===== src/rtl/sba_pkg.sv =====
package sba_pkg;
    localparam int CNT_W = 3;
    localparam int CFG_W = 2;
    typedef logic [CNT_W-1:0] cnt_t;
    typedef logic [CFG_W-1:0] cfg_t;
endpackage


===== src/rtl/sba_prio_max.sv =====
module sba_prio_max #(
    parameter int NM     = 4,
    parameter int PRIO_W = 3
) (
    input  logic [NM-1:0]        req,
    input  logic [NM*PRIO_W-1:0] prio,
    output logic [PRIO_W-1:0]    max_prio,
    output logic [NM-1:0]        cand
);
    always_comb begin
        max_prio = '0;
        for (int m = 0; m < NM; m++) begin
            if (req[m] && (prio[m*PRIO_W +: PRIO_W] > max_prio))
                max_prio = prio[m*PRIO_W +: PRIO_W];
        end
        for (int m = 0; m < NM; m++) begin
            cand[m] = req[m] && (prio[m*PRIO_W +: PRIO_W] == max_prio);
        end
    end
endmodule


===== src/rtl/sba_rr_pick.sv =====
module sba_rr_pick #(
    parameter int N     = 3,
    parameter int IDX_W = 2
) (
    input  logic [N-1:0]     cand,
    input  logic [IDX_W-1:0] last,
    output logic             found,
    output logic [IDX_W-1:0] idx
);
    always_comb begin
        found = 1'b0;
        idx   = '0;
        for (int k = 1; k <= N; k++) begin
            int j;
            j = (int'(last) + k) % N;
            if (!found && cand[j]) begin
                found = 1'b1;
                idx   = IDX_W'(j);
            end
        end
    end
endmodule


===== src/rtl/stream_bus_arbiter.sv =====
module stream_bus_arbiter
    import sba_pkg::*;
#(
    parameter int N_IO   = 3,
    parameter int PRIO_W = 3
) (
    input  logic                   clk,
    input  logic                   rst_n,
    input  logic                   core_req,
    input  logic [PRIO_W-1:0]      core_prio,
    input  logic                   core_strm_en,
    input  logic [N_IO-1:0]        io_req,
    input  logic [N_IO*PRIO_W-1:0] io_prio,
    input  logic [CFG_W-1:0]       strm_len_cfg,
    output logic [N_IO:0]          gnt,
    output logic                   strm_active
);
    localparam int NM     = N_IO + 1;
    localparam int MIDX_W = (NM > 1) ? $clog2(NM) : 1;
    localparam int RR_W   = (N_IO > 1) ? $clog2(N_IO) : 1;

    typedef struct packed {
        logic              valid;
        logic [MIDX_W-1:0] owner;
        cnt_t              cnt;
        logic [RR_W-1:0]   rr_last;
    } arb_state_t;

    arb_state_t st_d, st_q;

    logic [NM-1:0]        req_all;
    logic [NM*PRIO_W-1:0] prio_all;
    logic [PRIO_W-1:0]    max_prio;
    logic [NM-1:0]        cand_all;
    logic                 io_found;
    logic [RR_W-1:0]      io_idx;
    logic [PRIO_W-1:0]    owner_prio;
    logic                 owner_req;
    logic                 strm_allowed;
    cnt_t                 limit;
    logic                 keep;

    assign req_all  = {io_req, core_req};
    assign prio_all = {io_prio, core_prio};

    sba_prio_max #(.NM(NM), .PRIO_W(PRIO_W)) u_max (
        .req      (req_all),
        .prio     (prio_all),
        .max_prio (max_prio),
        .cand     (cand_all)
    );

    sba_rr_pick #(.N(N_IO), .IDX_W(RR_W)) u_rr (
        .cand  (cand_all[NM-1:1]),
        .last  (st_q.rr_last),
        .found (io_found),
        .idx   (io_idx)
    );

    always_comb begin
        owner_prio   = prio_all[st_q.owner*PRIO_W +: PRIO_W];
        owner_req    = req_all[st_q.owner];
        strm_allowed = (st_q.owner != '0) || core_strm_en;
        limit        = cnt_t'(strm_len_cfg) + cnt_t'(1);
        keep         = st_q.valid && owner_req && strm_allowed
                       && (st_q.cnt < limit) && !(max_prio > owner_prio);

        st_d = st_q;
        if (keep) begin
            st_d.cnt = st_q.cnt + cnt_t'(1);
        end else if (io_found) begin
            st_d.valid   = 1'b1;
            st_d.owner   = MIDX_W'(io_idx) + MIDX_W'(1);
            st_d.cnt     = cnt_t'(1);
            st_d.rr_last = io_idx;
        end else if (cand_all[0]) begin
            st_d.valid = 1'b1;
            st_d.owner = '0;
            st_d.cnt   = cnt_t'(1);
        end else begin
            st_d.valid = 1'b0;
            st_d.owner = '0;
            st_d.cnt   = '0;
        end
    end

    always_ff @(posedge clk or negedge rst_n) begin
        if (!rst_n) begin
            st_q.valid   <= 1'b0;
            st_q.owner   <= '0;
            st_q.cnt     <= '0;
            st_q.rr_last <= RR_W'(N_IO - 1);
        end else begin
            st_q <= st_d;
        end
    end

    for (genvar m = 0; m < NM; m++) begin : g_gnt
        assign gnt[m] = st_q.valid && (st_q.owner == MIDX_W'(m));
    end

    assign strm_active = st_q.valid && (st_q.cnt > cnt_t'(1));
endmodule


===== config.mk =====
export PLATFORM = sky130hd
export DESIGN_NAME = stream_bus_arbiter
export DESIGN_NICKNAME = d
export VERILOG_FILES = /design/src/rtl/sba_pkg.sv /design/src/rtl/sba_prio_max.sv /design/src/rtl/sba_rr_pick.sv /design/src/rtl/stream_bus_arbiter.sv
export SDC_FILE = /design/constraint.sdc
export NUM_CORES = 1
export LEC_CHECK = 0
export ABC_CLOCK_PERIOD_IN_PS = 5200
export BUFFER_PORTS_ARGS = -buffer_cell sky130_fd_sc_hd__buf_2
export CAP_MARGIN = 20
export CORE_MARGIN = 2
export CORE_UTILIZATION = 35
export CTS_CLUSTER_DIAMETER = 30
export DETAILED_ROUTE_END_ITERATION = 10
export SYNTH_ARGS = -nofsm -noshare
export SYNTH_HDL_FRONTEND = slang
export SYNTH_SLANG_ARGS = --single-unit

===== constraint.sdc =====
create_clock -name clk -period 5.2 [get_ports clk]
set_input_delay 1.04 -clock clk [delete_from_list [all_inputs] [get_ports clk]]
set_output_delay 1.04 -clock clk [all_outputs]
set_load 0.02 [all_outputs]

# After elaboration in Yosys (flattened, before gate mapping)

Index checks and enable logic that the tools add are counted.

$add $sub $neg: 6
Multiply operators: 1
Divide/modulo/power cells: 3
Magnitude comparators: 11
Eq/ne operators: 7
Shift operators: 1
Muxes and demuxes: 24
Bitwise gates (word level): 1
Reductions and logical operators: 26

Operator list:

| kind                                                           | count |
|---|---|
| < comparator 32 x 4 -> 1 bit (second input constant)           | 3 |
| remainder unit 32 x 3 -> 32 bit (second input constant)        | 3 |
| logical AND 1 bit                                              | 19 |
| two-way mux 3 bit                                              | 5 |
| equality test 3 bit                                            | 4 |
| greater-than comparator 3 bit                                  | 4 |
| two-way mux 6 bit                                              | 2 |
| variable part select 12 x 5 -> 3 bit                           | 1 |
| two-way mux 1 bit                                              | 10 |
| binary-select mux 1 bit (select 2 bit)                         | 4 |
| adder 2 x 1 -> 3 bit (second input constant)                   | 2 |
| adder 2 x 2 -> 3 bit (second input constant)                   | 2 |
| greater-than comparator 3 x 1 -> 1 bit (second input constant) | 2 |
| two-way mux 2 bit                                              | 3 |
| equality test 2 bit (second input constant)                    | 2 |
| multiplier 2 x 2 -> 4 bit (second input constant)              | 1 |
| adder 3 x 1 -> 3 bit (second input constant)                   | 1 |
| logical NOT 1 bit                                              | 3 |
| < comparator 2 x 3 -> 1 bit (second input constant)            | 1 |
| < comparator 3 bit                                             | 1 |
| adder 2 x 1 -> 2 bit (second input constant)                   | 1 |
| equality test 2 x 1 -> 1 bit (second input constant)           | 1 |
| logical NOT 2 bit                                              | 1 |
| AND reduction 2 bit                                            | 1 |
| 3 further kinds                                                | 3 |

Register bits: 8
Bits in latches: 0
Memory bits (writable): 0
Memory bits (read-only): 0
Output and inout bits: 5
Memories kept: 0

# Depth between registers and ports, before layout

Gate-level depths: netlist (run 1).

Depth after elaboration: 27
Gate-level depth with buffers: 30
Gate-level depth less buffers: 28

# Cells and area by module

Synthesis (run 1) repeated with hierarchy kept, for this count alone.

Cells, all modules: 183
Area, all modules: 1586.5 um^2

By module, submodules not included:

| module             | times used | cells an instance | area an instance (um^2) |
|---|---|---|---|
| sba_prio_max       | 1          | 101               | 735.7 |
| stream_bus_arbiter | 1          | 62                | 719.4 |
| sba_rr_pick        | 1          | 20                | 131.4 |

# Worst setup path after synthesis (run 1)

No wires, ideal clock.

Path type: input to register
Start point: input core_prio[1]
End point: register st_q[7] in the netlist's numbering
Setup time: 0.132 ns
Arrival time: 6.255 ns
Data required time: 5.068 ns
Setup slack: -1.186 ns
Stages on the path: 27
Cell sequence: nand2_1 ha_1 nor2b_4 o31ai_2 nor2_1 a21oi_1 ha_1 a221oi_2 a211oi_2 or3_4 a21o_1 ha_1 nand3_1 o211ai_1 nor2_1 nand2_1 o21ai_0 ha_1 nor2b_1 o21a_1 o21ai_0 nand4_1 inv_1 a21oi_1 and4_4 buf_6 or3b_1

Longest elaborated chain between the ends: 25
Elaborated cells between the ends (all ways): 42
Those cells by class: 5 x order compare; 4 x eq/ne; 1 x shift; 18 x mux; 14 x reduce/logical

Ends and longest elaborated chain:

| element                                | line                     | RTL |
|---|---|---|
| start, declared                        | stream_bus_arbiter.sv:10 | `input logic [PRIO_W-1:0] core_prio,` |
| greater-than comparator 3 x 1 -> 1 bit | sba_prio_max.sv:13       | `if (req[m] && (prio[m*PRIO_W +: PRIO_W] > max_prio))` |
| logical AND 1 bit                      | sba_prio_max.sv:13       |  |
| two-way mux 3 bit                      | sba_prio_max.sv:13       |  |
| greater-than comparator 3 bit          | sba_prio_max.sv:13       |  |
| logical AND 1 bit                      | sba_prio_max.sv:13       |  |
| two-way mux 3 bit                      | sba_prio_max.sv:13       |  |
| greater-than comparator 3 bit          | sba_prio_max.sv:13       |  |
| logical AND 1 bit                      | sba_prio_max.sv:13       |  |
| [9 not listed]                         | --                       |  |
| two-way mux 1 bit                      | sba_rr_pick.sv:16        | `if (!found && cand[j]) begin` |
| logical NOT 1 bit                      | sba_rr_pick.sv:16        |  |
| logical AND 1 bit                      | sba_rr_pick.sv:16        |  |
| two-way mux 1 bit                      | sba_rr_pick.sv:16        |  |
| logical NOT 1 bit                      | sba_rr_pick.sv:16        |  |
| logical AND 1 bit                      | sba_rr_pick.sv:16        |  |
| two-way mux 1 bit                      | sba_rr_pick.sv:16        |  |
| two-way mux 6 bit                      | stream_bus_arbiter.sv:71 | `end else if (io_found) begin` |
| end signal, assigned                   | stream_bus_arbiter.sv:94 | `st_q <= st_d;` |
| end, declared                          | stream_bus_arbiter.sv:29 | `arb_state_t st_d, st_q;` |

Several ways; a longest one is shown, not always the timed one. The select of a mux whose other input is x is not followed.
A chain may end at the register's enable or synchronous reset.

# Final worst setup path (run 1)

Start point: input core_prio[1]
End point: register st_q[6] in the netlist's numbering

Longest elaborated chain between the ends: 26
Elaborated cells between the ends (all ways): 43
Those cells by class: 1 x add/sub; 5 x order compare; 3 x eq/ne; 1 x shift; 20 x mux; 13 x reduce/logical

Ends and longest elaborated chain:

| element                                | line                     | RTL |
|---|---|---|
| greater-than comparator 3 x 1 -> 1 bit | sba_prio_max.sv:13       |  |
| logical AND 1 bit                      | sba_prio_max.sv:13       |  |
| two-way mux 3 bit                      | sba_prio_max.sv:13       |  |
| greater-than comparator 3 bit          | sba_prio_max.sv:13       |  |
| logical AND 1 bit                      | sba_prio_max.sv:13       |  |
| two-way mux 3 bit                      | sba_prio_max.sv:13       |  |
| greater-than comparator 3 bit          | sba_prio_max.sv:13       |  |
| logical AND 1 bit                      | sba_prio_max.sv:13       |  |
| [10 not listed]                        | --                       |  |
| logical NOT 1 bit                      | sba_rr_pick.sv:16        |  |
| logical AND 1 bit                      | sba_rr_pick.sv:16        |  |
| two-way mux 1 bit                      | sba_rr_pick.sv:16        |  |
| logical NOT 1 bit                      | sba_rr_pick.sv:16        |  |
| logical AND 1 bit                      | sba_rr_pick.sv:16        |  |
| two-way mux 2 bit                      | sba_rr_pick.sv:16        |  |
| adder 2 x 1 -> 2 bit                   | stream_bus_arbiter.sv:73 | `st_d.owner = MIDX_W'(io_idx) + MIDX_W'(1);` |
| two-way mux 6 bit                      | stream_bus_arbiter.sv:71 |  |

Several ways; a longest one is shown, not always the timed one. The select of a mux whose other input is x is not followed.

==> impl_metrics.py, run 1 <==
metrics = {
    "floorplanning": {
        "die_width_um": 71.0,
        "start_util_pct": 36.1,
        "core_mm2": 0.00435,
        "rows": 24,
        "ios": 26,
        "die-area_mm2": 0.00505,
        "die_h_um": 71.0,
    },
    "timing": {
        "final-setup-viol-count": 8,
        "finalCritPeriodShare_pct": 112,
        "rsz0062_at_grt": "yes",
        "tightestPinTransition_ps": 670,
        "slew_violations": 0,
        "finalSetupTns_ps": -3800,
        "worst_slack_ps": -626,
        "max_slew_margin_pct": 55.0,
        "skew_ps": 5.81,
        "fmax_ghz": 0.172,
        "hold_viol": 0,
        "fin_crit_ps": 5830,
    },
    "synthesis": {
        "synth_adder_area_share_pct": 15.0,
        "syn_avg_cell_area_um2": 8.37,
        "synthTopCellsByArea": "ha_1 (14%), dfrtp_1 (11%), mux4_2 (5.7%)",
        "synthDominantCellAreaShare_pct": 14.3,
        "synthesis.nets": 227,
        "synth_compound_area_share_pct": 29.3,
        "synth_top_area_cell": "ha_1",
        "postSynthCellCount": 188,
        "ys.flop_type": "dfrtp_1",
        "ys_seq_area_share_pct": 12.8,
        "synthSimpleGateAreaFrac_pct": 25.6,
        "synth_xor_area_share_pct": 3.34,
        "synthDistinctLibCells": 63,
        "synth-async-reset-ratio_pct": 100,
        "synthMuxAreaShare_pct": 7.80,
        "ys_seq_elements": 8,
        "synth_top_family_by_area": "compound AO/OA/AOI/OAI gates",
        "synth_edf_count": 0,
        "ys_warn_count": 0,
        "netlist_area_mm2": 0.00157,
    },
    "worst_setup_path": {
        "cp-start-kind": "input port",
        "critPathKind": "input port to register",
        "r2r-start": "st_q[6]",
        "worstSetupStartpoint": "core_prio[1]",
        "critPathMaxFanout": 4,
        "cpPeakStageDelay_ps": 400,
        "crit_slowest_cell": "or3_4",
        "critPathArrivalTime_ps": 5940,
        "crit_top_cell": "ha_4",
        "crit_path_end_kind": "register",
        "crit_required_ps": 5310,
    },
    "drt": {
        "drt_iter0_drc": 102,
        "ant_nets": 0,
        "dr.pass1.iters": 4,
        "vias": 1814,
        "viasPerCell": 5.62,
        "drc": 0,
        "wl_per_cell_um": 16.0,
        "wirelength_mm": 5.16,
    },
    "power": {
        "power_density_mw_per_mm2": 303,
        "ir_drop_v": 0.000135,
        "p_leak_nw": 1.14,
    },
    "global_routing": {
        "grt_max_degree": 10,
        "grt_antenna_before_repair": 0,
        "grt_pass1_vias": 1690,
        "grt.total_usage_pct": 19.5,
        "grt_pass1_wl_mm": 8.05,
        "overflow": 0,
    },
    "clock_network": {
        "cts-root-buf": "clkbuf_8",
        "clock_sinks": 8,
        "htreeDepth": 1,
        "path_clk_slew_ps": 50,
        "cts-hold-fix-buffers": 0,
        "clockBufferDepth": 2,
        "cts_tree": "yes",
        "insertion_delay_ps": 230,
        "cts_buffers": 3,
    },
    "final_layout": {
        "largest_reg_flops": 8,
        "layout.cells.non_filler": 323,
        "fill_cells": 382,
        "diodes": 0,
        "top_register": "st_q",
        "fin_nets": 311,
        "final_cell_area_mm2": 0.00255,
        "area_delta_synth_final_pct": 62.3,
        "drive_gt1_share_pct": 54.2,
        "reg.largest.list": "st_q: 8 flops",
    },
    "place": {
        "dpl-instance-area_mm2": 0.00218,
        "place_hpwl_mm": 3.86,
        "dp.cells": 308,
        "io_buffer_count": 25,
        "gp_congestion": 0.890,
        "preCtsSetupSlack_ps": -1290,
    },
    "run_status": {
        "outcome": "complete, but fails checks",
        "violations": "setup timing",
    },
    "job": {
        "max-cap-violations": 0,
    },
    "min_path": {
        "hp-start": "st_q[0]",
        "hold_path.class": "register to register",
    },
}
-- path summary, 6_finish.rpt --
check | slack, ps | end | cells after the start
max reg2reg | 2380 | st_q[7] | 11
min reg2reg | 570 | st_q[0] | 2
min in group asynchronous | 640 | st_q[4] | 1
max | -630 | st_q[6] | 25
max in group asynchronous | 4320 | st_q[1] | 1
min | 570 | st_q[0] | 2
-- cell families (layout without fill, tap and decap cells) --
group | count (synthesis) | in the layout
AOI/OAI and AO/OA | 56 | 56
DFF | 8 | 8
and+or+nand+nor | 69 | 69
xor gates and xnor gates | 6 | 6
buffers and inverters | 23 | 106
muxes | 7 | 7
adders and majority gates | 19 | 19
-- synthesized netlist by cell type (4+ instances only) --
master     n
ha_1      18
inv_1     17
nor2_1    12
nand2_1   10
nand3_1   10
a21oi_1    8
o21ai_0    8
dfrtp_1    7
nor3_1     6
xnor2_1    6
and2_1     4
mux4_2     4
o211ai_1   4
o21a_1     4
-- final cells by class --
cell class	count	area, um2	share of cell area, %
multi-input cells	157	1570	61.6
clock buffers	4	45.0	1.76
well taps	52	65.1	2.55
repair buffers	85	604	23.7
inverters	17	63.8	2.50
flip-flops and latches	8	201	7.89
-- what timing repair did --
action / 4_1_cts / 5_1_grt
gates cloned: 0 / 0
buffers inserted: 9 / 4
pin swaps: 23 / 8
setup endpoints to repair: 8 / 8
resized for setup: 21 / 27
-- cell usage in the layout, fill, tap and decap left out, types with 5 or more instances in the layout --
cell type	instances
buf_2	23
buf_4	59
dfrtp_1	7
ha_1	11
ha_4	6
inv_1	15
nand2_1	8
nand3_1	8
nor2_1	7
nor3_1	5
o21ai_0	6
xnor2_1	6
-- metal layers --
| metal | track usage, % | vias up | part of all wire, % |
|---|---|---|---|
| met5 | 0 | - | 0 |
| li1 | - | 882 | - |
| met1 | 26.9 | 871 | 46 |
| met2 | 34.1 | 61 | 49 |
| met4 | 0.839 | 0 | 0 |
| met3 | 2.85 | 0 | 5.4 |
-- stage by stage --
step                      util, %  total power [mW]  hold WS (ps)
after floorplan                 -             0.463           522
after global placement       50.1             0.604           552
after detailed placement     50.1             0.611           562
after CTS                    54.5             0.723           571
after global routing         58.6             0.832           595
final                        58.6             0.772           572
-- critical path, delay by kind of cell --
family | cells | cell delay (ps)
fa+ha+maj | 3 | 820
simple gates | 6 | 740
buf+inv | 3 | 450
compound gates | 12 | 2580
mux | 1 | 320
-- report_power, final --
group | internal (mW) | switching (mW)
Combinational | 0.301 | 0.272
Clock | 0.0533 | 0.0264
Sequential | 0.0871 | 0.0335
Total | 0.441 | 0.331
No activity file was read; power rests on OpenSTA's default activity.
==> run 2: changes to the inputs <==
--- a/config.mk
+++ b/config.mk
@@ -6,7 +6,7 @@
 export NUM_CORES = 1
 export LEC_CHECK = 0
 export ABC_CLOCK_PERIOD_IN_PS = 5200
-export BUFFER_PORTS_ARGS = -buffer_cell sky130_fd_sc_hd__buf_2
+export BUFFER_PORTS_ARGS = -buffer_cell sky130_fd_sc_hd__buf_4
 export CAP_MARGIN = 20
 export CORE_MARGIN = 2
 export CORE_UTILIZATION = 35
==> run 2 against run 1 <==
  * The run still ends with setup timing left
  * Clock power decreased by 2%
  * Largest cell class unchanged
  * Sequential share of layout area decreased by 0.088 points
  * Non-clock buffer count down 1
  * Wire length shrank 1.8%
  * Worst setup slack got worse by 76 ps
  * Critical path depth unchanged
  * Die area is the same
  * Clock-buffer cell count unchanged
  * Cell count down 0.31%
  * Largest power group unchanged
==> impl_metrics.py, run 2 (synthesized netlist as in run 1, its figures left out) <==
metrics = {
    "final_layout": {
        "diodes": 0,
        "regArea_um2": 201,
        "final_cell_area_mm2": 0.00258,
        "fin_nets": 310,
        "reg.largest.list": "st_q: 8 flops",
        "mostFrequentLayoutCells": "buf_4 (81), inv_1 (15), ha_1 (11)",
        "area_delta_synth_final_pct": 64.1,
        "drive_gt1_share_pct": 51.9,
        "multiInputGateArea_mm2": 0.00156,
        "top_register": "st_q",
        "final_core_util_pct": 59.3,
        "mostFrequentLayoutCell": "buf_4",
        "fill_cells": 386,
        "largest_reg_flops": 8,
    },
    "drt": {
        "wirelength_mm": 5.07,
        "ant_nets": 0,
        "drt_iter0_drc": 64,
        "vias": 1778,
        "drc": 0,
        "wl_per_cell_um": 15.7,
        "dr.pass1.iters": 4,
        "viasPerCell": 5.52,
    },
    "global_routing": {
        "grt_pass1_wl_mm": 8.74,
        "grt_max_degree": 10,
        "grt_antenna_before_repair": 0,
        "overflow": 0,
        "grt_pass1_vias": 1851,
        "grt.total_usage_pct": 21.3,
    },
    "worst_setup_path": {
        "crit_top_cell": "ha_4",
        "rr_worst_depth": 11,
        "r2r-start": "st_q[6]",
        "critPathArrivalTime_ps": 6000,
        "crit_required_ps": 5290,
        "critPathKind": "input port to register",
        "r2r-end": "st_q[7]",
        "r2r_slack_ps": 2340,
        "crit_path_end_kind": "register",
        "crit_slowest_cell": "or3_4",
        "cp-start-kind": "input port",
        "worstSetupStartpoint": "core_req",
        "timing.critical_path.to": "st_q[0]",
        "critPathMaxFanout": 5,
        "cpPeakStageDelay_ps": 420,
    },
    "place": {
        "preCtsSetupSlack_ps": -1280,
        "io_buffer_count": 25,
        "gp_congestion": 0.885,
        "dpl-instance-area_mm2": 0.00224,
        "place_hpwl_mm": 3.89,
    },
    "floorplanning": {
        "rows": 24,
        "ios": 26,
        "die_h_um": 71.0,
        "die_width_um": 71.0,
        "die-area_mm2": 0.00505,
        "core_mm2": 0.00435,
        "start_util_pct": 36.1,
    },
    "clock_network": {
        "clock_sinks": 8,
        "clockBufferDepth": 2,
        "htreeDepth": 1,
        "cts_tree": "yes",
        "insertion_delay_ps": 230,
        "cts-root-buf": "clkbuf_8",
        "cts_buffers": 3,
        "path_clk_slew_ps": 40,
        "cts-hold-fix-buffers": 0,
    },
    "timing": {
        "finalCritPeriodShare_pct": 113,
        "worst_slack_ps": -702,
        "max_slew_margin_pct": 55.4,
        "tightestPinTransition_ps": 664,
        "rsz0062_at_grt": "yes",
        "fmax_ghz": 0.169,
        "fin_crit_ps": 5900,
        "slew_violations": 0,
        "finalSetupTns_ps": -4200,
        "skew_ps": 3.65,
        "hold_viol": 0,
        "final-setup-viol-count": 8,
    },
    "power": {
        "ir_drop_v": 0.000103,
        "p_total_uw": 767,
        "p_leak_nw": 1.14,
        "power_density_mw_per_mm2": 297,
    },
    "run_status": {
        "outcome": "complete, but fails checks",
        "violations": "setup timing",
    },
    "job": {
        "max-cap-violations": 0,
    },
    "min_path": {
        "hold_path.class": "register to register",
    },
}
==> run 2: worst min-delay path by stage <==
stage	slack (ps)	to	cells past startpoint	from
after floorplan	520	st_q[0]	2	st_q[0]
after global placement	560	st_q[0]	2	st_q[0]
after detailed placement	560	st_q[0]	2	st_q[0]
after CTS	570	st_q[0]	2	st_q[0]
after global routing	610	st_q[0]	2	st_q[0]
final	570	st_q[0]	2	st_q[0]
==> run 2: per-stage QoR <==
| step | hold WS (ps) | cells |
|---|---|---|
| after global placement | 556 | 308 |
| after CTS | 569 | 320 |
| after floorplan | 522 | 188 |
| after global routing | 606 | 322 |
| after detailed placement | 563 | 308 |
| final | 573 | 322 |
==> run 2: cell type report <==
| class | instances | share of cell area (%) |
|---|---|---|
| Tap cell | 52 | 2.52 |
| Timing Repair Buffer | 84 | 25.2 |
| Inverter | 17 | 2.47 |
| Multi-Input combinational cell | 157 | 60.3 |
| Sequential cell | 8 | 7.80 |
| Clock buffer | 4 | 1.75 |
==> run 2: layer usage <==
layer	GRT usage (%)	routed length (um)	up-vias
met3	2.14	225	12
li1	-	-	880
met2	37.4	2440	56
met4	5.66	123	0
met5	0	0	-
met1	27.9	2270	830
==> run 2: critical path, delay by kind of cell <==
family,cells,cell delay [ps]
buffers and inverters,2,310
AO/OA/AOI/OAI,10,2190
AND/OR/NAND/NOR,7,870
multiplexers,2,430
adder cells (fa/ha/maj),4,1120
==> run 2: what timing repair did <==
action,in CTS,in global routing
gates resized for setup,30,9
hold endpoints to repair,0,0
setup buffers,9,2
setup endpoints to repair,8,8
pin swaps,34,11
==> run 2: power by group <==
| group | internal, mW | switching, mW | total (mW) |
|---|---|---|---|
| Sequential | 0.0870 | 0.0336 | 0.121 |
| Clock | 0.0532 | 0.0248 | 0.0779 |
| Combinational | 0.303 | 0.265 | 0.568 |
==> run 3: changes to the inputs <==
--- a/config.mk
+++ b/config.mk
@@ -8,7 +8,7 @@
 export ABC_CLOCK_PERIOD_IN_PS = 5200
 export BUFFER_PORTS_ARGS = -buffer_cell sky130_fd_sc_hd__buf_4
 export CAP_MARGIN = 20
-export CORE_MARGIN = 2
+export CORE_MARGIN = 1
 export CORE_UTILIZATION = 35
 export CTS_CLUSTER_DIAMETER = 30
 export DETAILED_ROUTE_END_ITERATION = 10
==> run 3 against run 2 <==
  * The flow still finishes with violations (setup timing)
  * Clock skew hardly changed
  * Non-clock buffer count is 9 higher
  * Wire length shrank 2.9%
  * First-iteration DRC count grew 48%
  * Clock power shrank 3.7%
  * Power increased by 3.0%
  * Critical path type unchanged
  * Critical endpoint is now st_q[7]
  * Largest cell class unchanged
  * Highest routed layer is now met3
==> impl_metrics.py, run 3 (synthesized netlist as in run 1, its figures left out) <==
metrics = {
    "run_status": {
        "outcome": "complete, but fails checks",
        "violations": "setup timing",
    },
    "worst_setup_path": {
        "crit_top_cell": "ha_4",
        "cpPeakStageDelay_ps": 370,
        "crit_slowest_cell": "or3_4",
        "cp-start-kind": "input port",
        "critPathArrivalTime_ps": 6000,
        "crit_path_end_kind": "register",
        "r2r-end": "st_q[7]",
        "crit_family": "simple AND/OR/NAND/NOR gates",
        "rr_worst_depth": 11,
        "crit_required_ps": 5300,
        "critPathMaxFanout": 5,
        "cp_num_buf_inv": 2,
        "r2r-start": "st_q[6]",
        "r2r_slack_ps": 2300,
        "critPathKind": "input port to register",
    },
    "floorplanning": {
        "ios": 26,
        "rows": 24,
        "die_h_um": 69.0,
        "die-area_mm2": 0.00477,
        "core_mm2": 0.00432,
        "start_util_pct": 36.4,
        "die_width_um": 69.0,
    },
    "clock_network": {
        "clockBufferDepth": 2,
        "cts_buffers": 3,
        "htreeDepth": 1,
        "insertion_delay_ps": 220,
        "cts-root-buf": "clkbuf_8",
        "path_clk_slew_ps": 40,
        "cts_tree": "yes",
        "clock_sinks": 8,
    },
    "power": {
        "ir_drop_v": 0.000132,
        "p_leak_nw": 1.20,
        "power_density_mw_per_mm2": 294,
    },
    "place": {
        "preCtsSetupSlack_ps": -1240,
        "gp_congestion": 0.905,
        "place_hpwl_mm": 3.83,
        "io_buffer_count": 25,
        "dp.cells": 309,
    },
    "drt": {
        "ant_nets": 0,
        "vias": 1816,
        "drt_iter0_drc": 95,
        "drc": 0,
        "wl_per_cell_um": 14.9,
        "dr.pass1.iters": 4,
        "viasPerCell": 5.49,
        "wirelength_mm": 4.92,
    },
    "timing": {
        "max_slew_margin_pct": 60.6,
        "finalCritPeriodShare_pct": 114,
        "tightestPinTransition_ps": 586,
        "slew_violations": 0,
        "fin_crit_ps": 5910,
        "skew_ps": 3.91,
        "final-setup-viol-count": 8,
        "rsz0062_at_grt": "yes",
        "fmax_ghz": 0.169,
        "hold_viol": 0,
        "finalSetupTns_ps": -4260,
        "worst_slack_ps": -706,
    },
    "final_layout": {
        "regArea_um2": 201,
        "mostFrequentLayoutCells": "buf_4 (87), inv_1 (15), ha_1 (11)",
        "reg.largest.list": "st_q: 8 flops",
        "mostFrequentLayoutCell": "buf_4",
        "layout.cells.non_filler": 331,
        "largest_reg_flops": 8,
        "fin_nets": 319,
        "area_delta_synth_final_pct": 70.6,
        "final_core_util_pct": 62.0,
        "drive_gt1_share_pct": 53.8,
        "fill_cells": 387,
        "top_register": "st_q",
        "multiInputGateArea_mm2": 0.00158,
        "diodes": 0,
    },
    "global_routing": {
        "grt.total_usage_pct": 21.0,
        "grt_pass1_vias": 1782,
        "grt_pass1_wl_mm": 8.42,
        "grt_antenna_before_repair": 0,
        "grt_max_degree": 10,
        "overflow": 0,
    },
    "min_path": {
        "hold_end": "st_q[0]",
        "hold_path.class": "register to register",
        "hold_depth": 2,
        "hp-start": "st_q[0]",
    },
    "job": {
        "max-cap-violations": 0,
    },
}
## run 3: layer usage
metal | vias to the layer above | GRT usage [%] | share of wire [%]
met3 | 0 | 1.46 | 4.3
met1 | 865 | 30.1 | 47
li1 | 901 | - | -
met5 | - | 0 | 0
met4 | 0 | 1.36 | 0
met2 | 50 | 35.9 | 49
## run 3: worst min-delay path, stage by stage (launching register included)
cell and delay [ps]:
dfrtp_1 380, inv_1 80, mux2i_1 60
## run 3: per-stage QoR
stage | hold slack, ps | power (mW) | instance area, um2
floorplan | 522 | 0.463 | 1660
global placement | 559 | 0.616 | 2250
detailed placement | 552 | 0.621 | 2250
CTS | 560 | 0.738 | 2480
global route | 575 | 0.850 | 2680
finish | 559 | 0.789 | 2680
## run 3: worst max-delay path by stage
stage,from,endpoint,slack (ps),depth (start not counted)
after floorplan,core_prio[0],st_q[7],-1020,28
after global placement,core_req,st_q[7],-1110,25
after detailed placement,core_req,st_q[7],-1240,25
after CTS,core_prio[1],st_q[7],-720,28
after global routing,core_prio[1],st_q[7],-940,29
final,core_prio[1],st_q[7],-710,28
## run 3: what timing repair did
action,4_1_cts,5_1_grt
hold buffers,0,0
buffers inserted,15,5
gates resized for setup,22,23
pin swaps,27,27
setup endpoints to repair,8,8
## run 3: area by class of cell
type	count	area share [%]
Clock buffer	4	1.68
Inverter	17	2.38
Multi-Input combinational cell	157	58.9
Sequential cell	8	7.51
Tap cell	52	2.43
Timing Repair Buffer	93	27.1
## run 3: power by group
group	leakage [nW]	internal, mW	switching [mW]
Sequential	0.104	0.0871	0.0332
Clock	0.0228	0.0529	0.0220
Combinational	1.07	0.321	0.273
Total	1.20	0.461	0.328
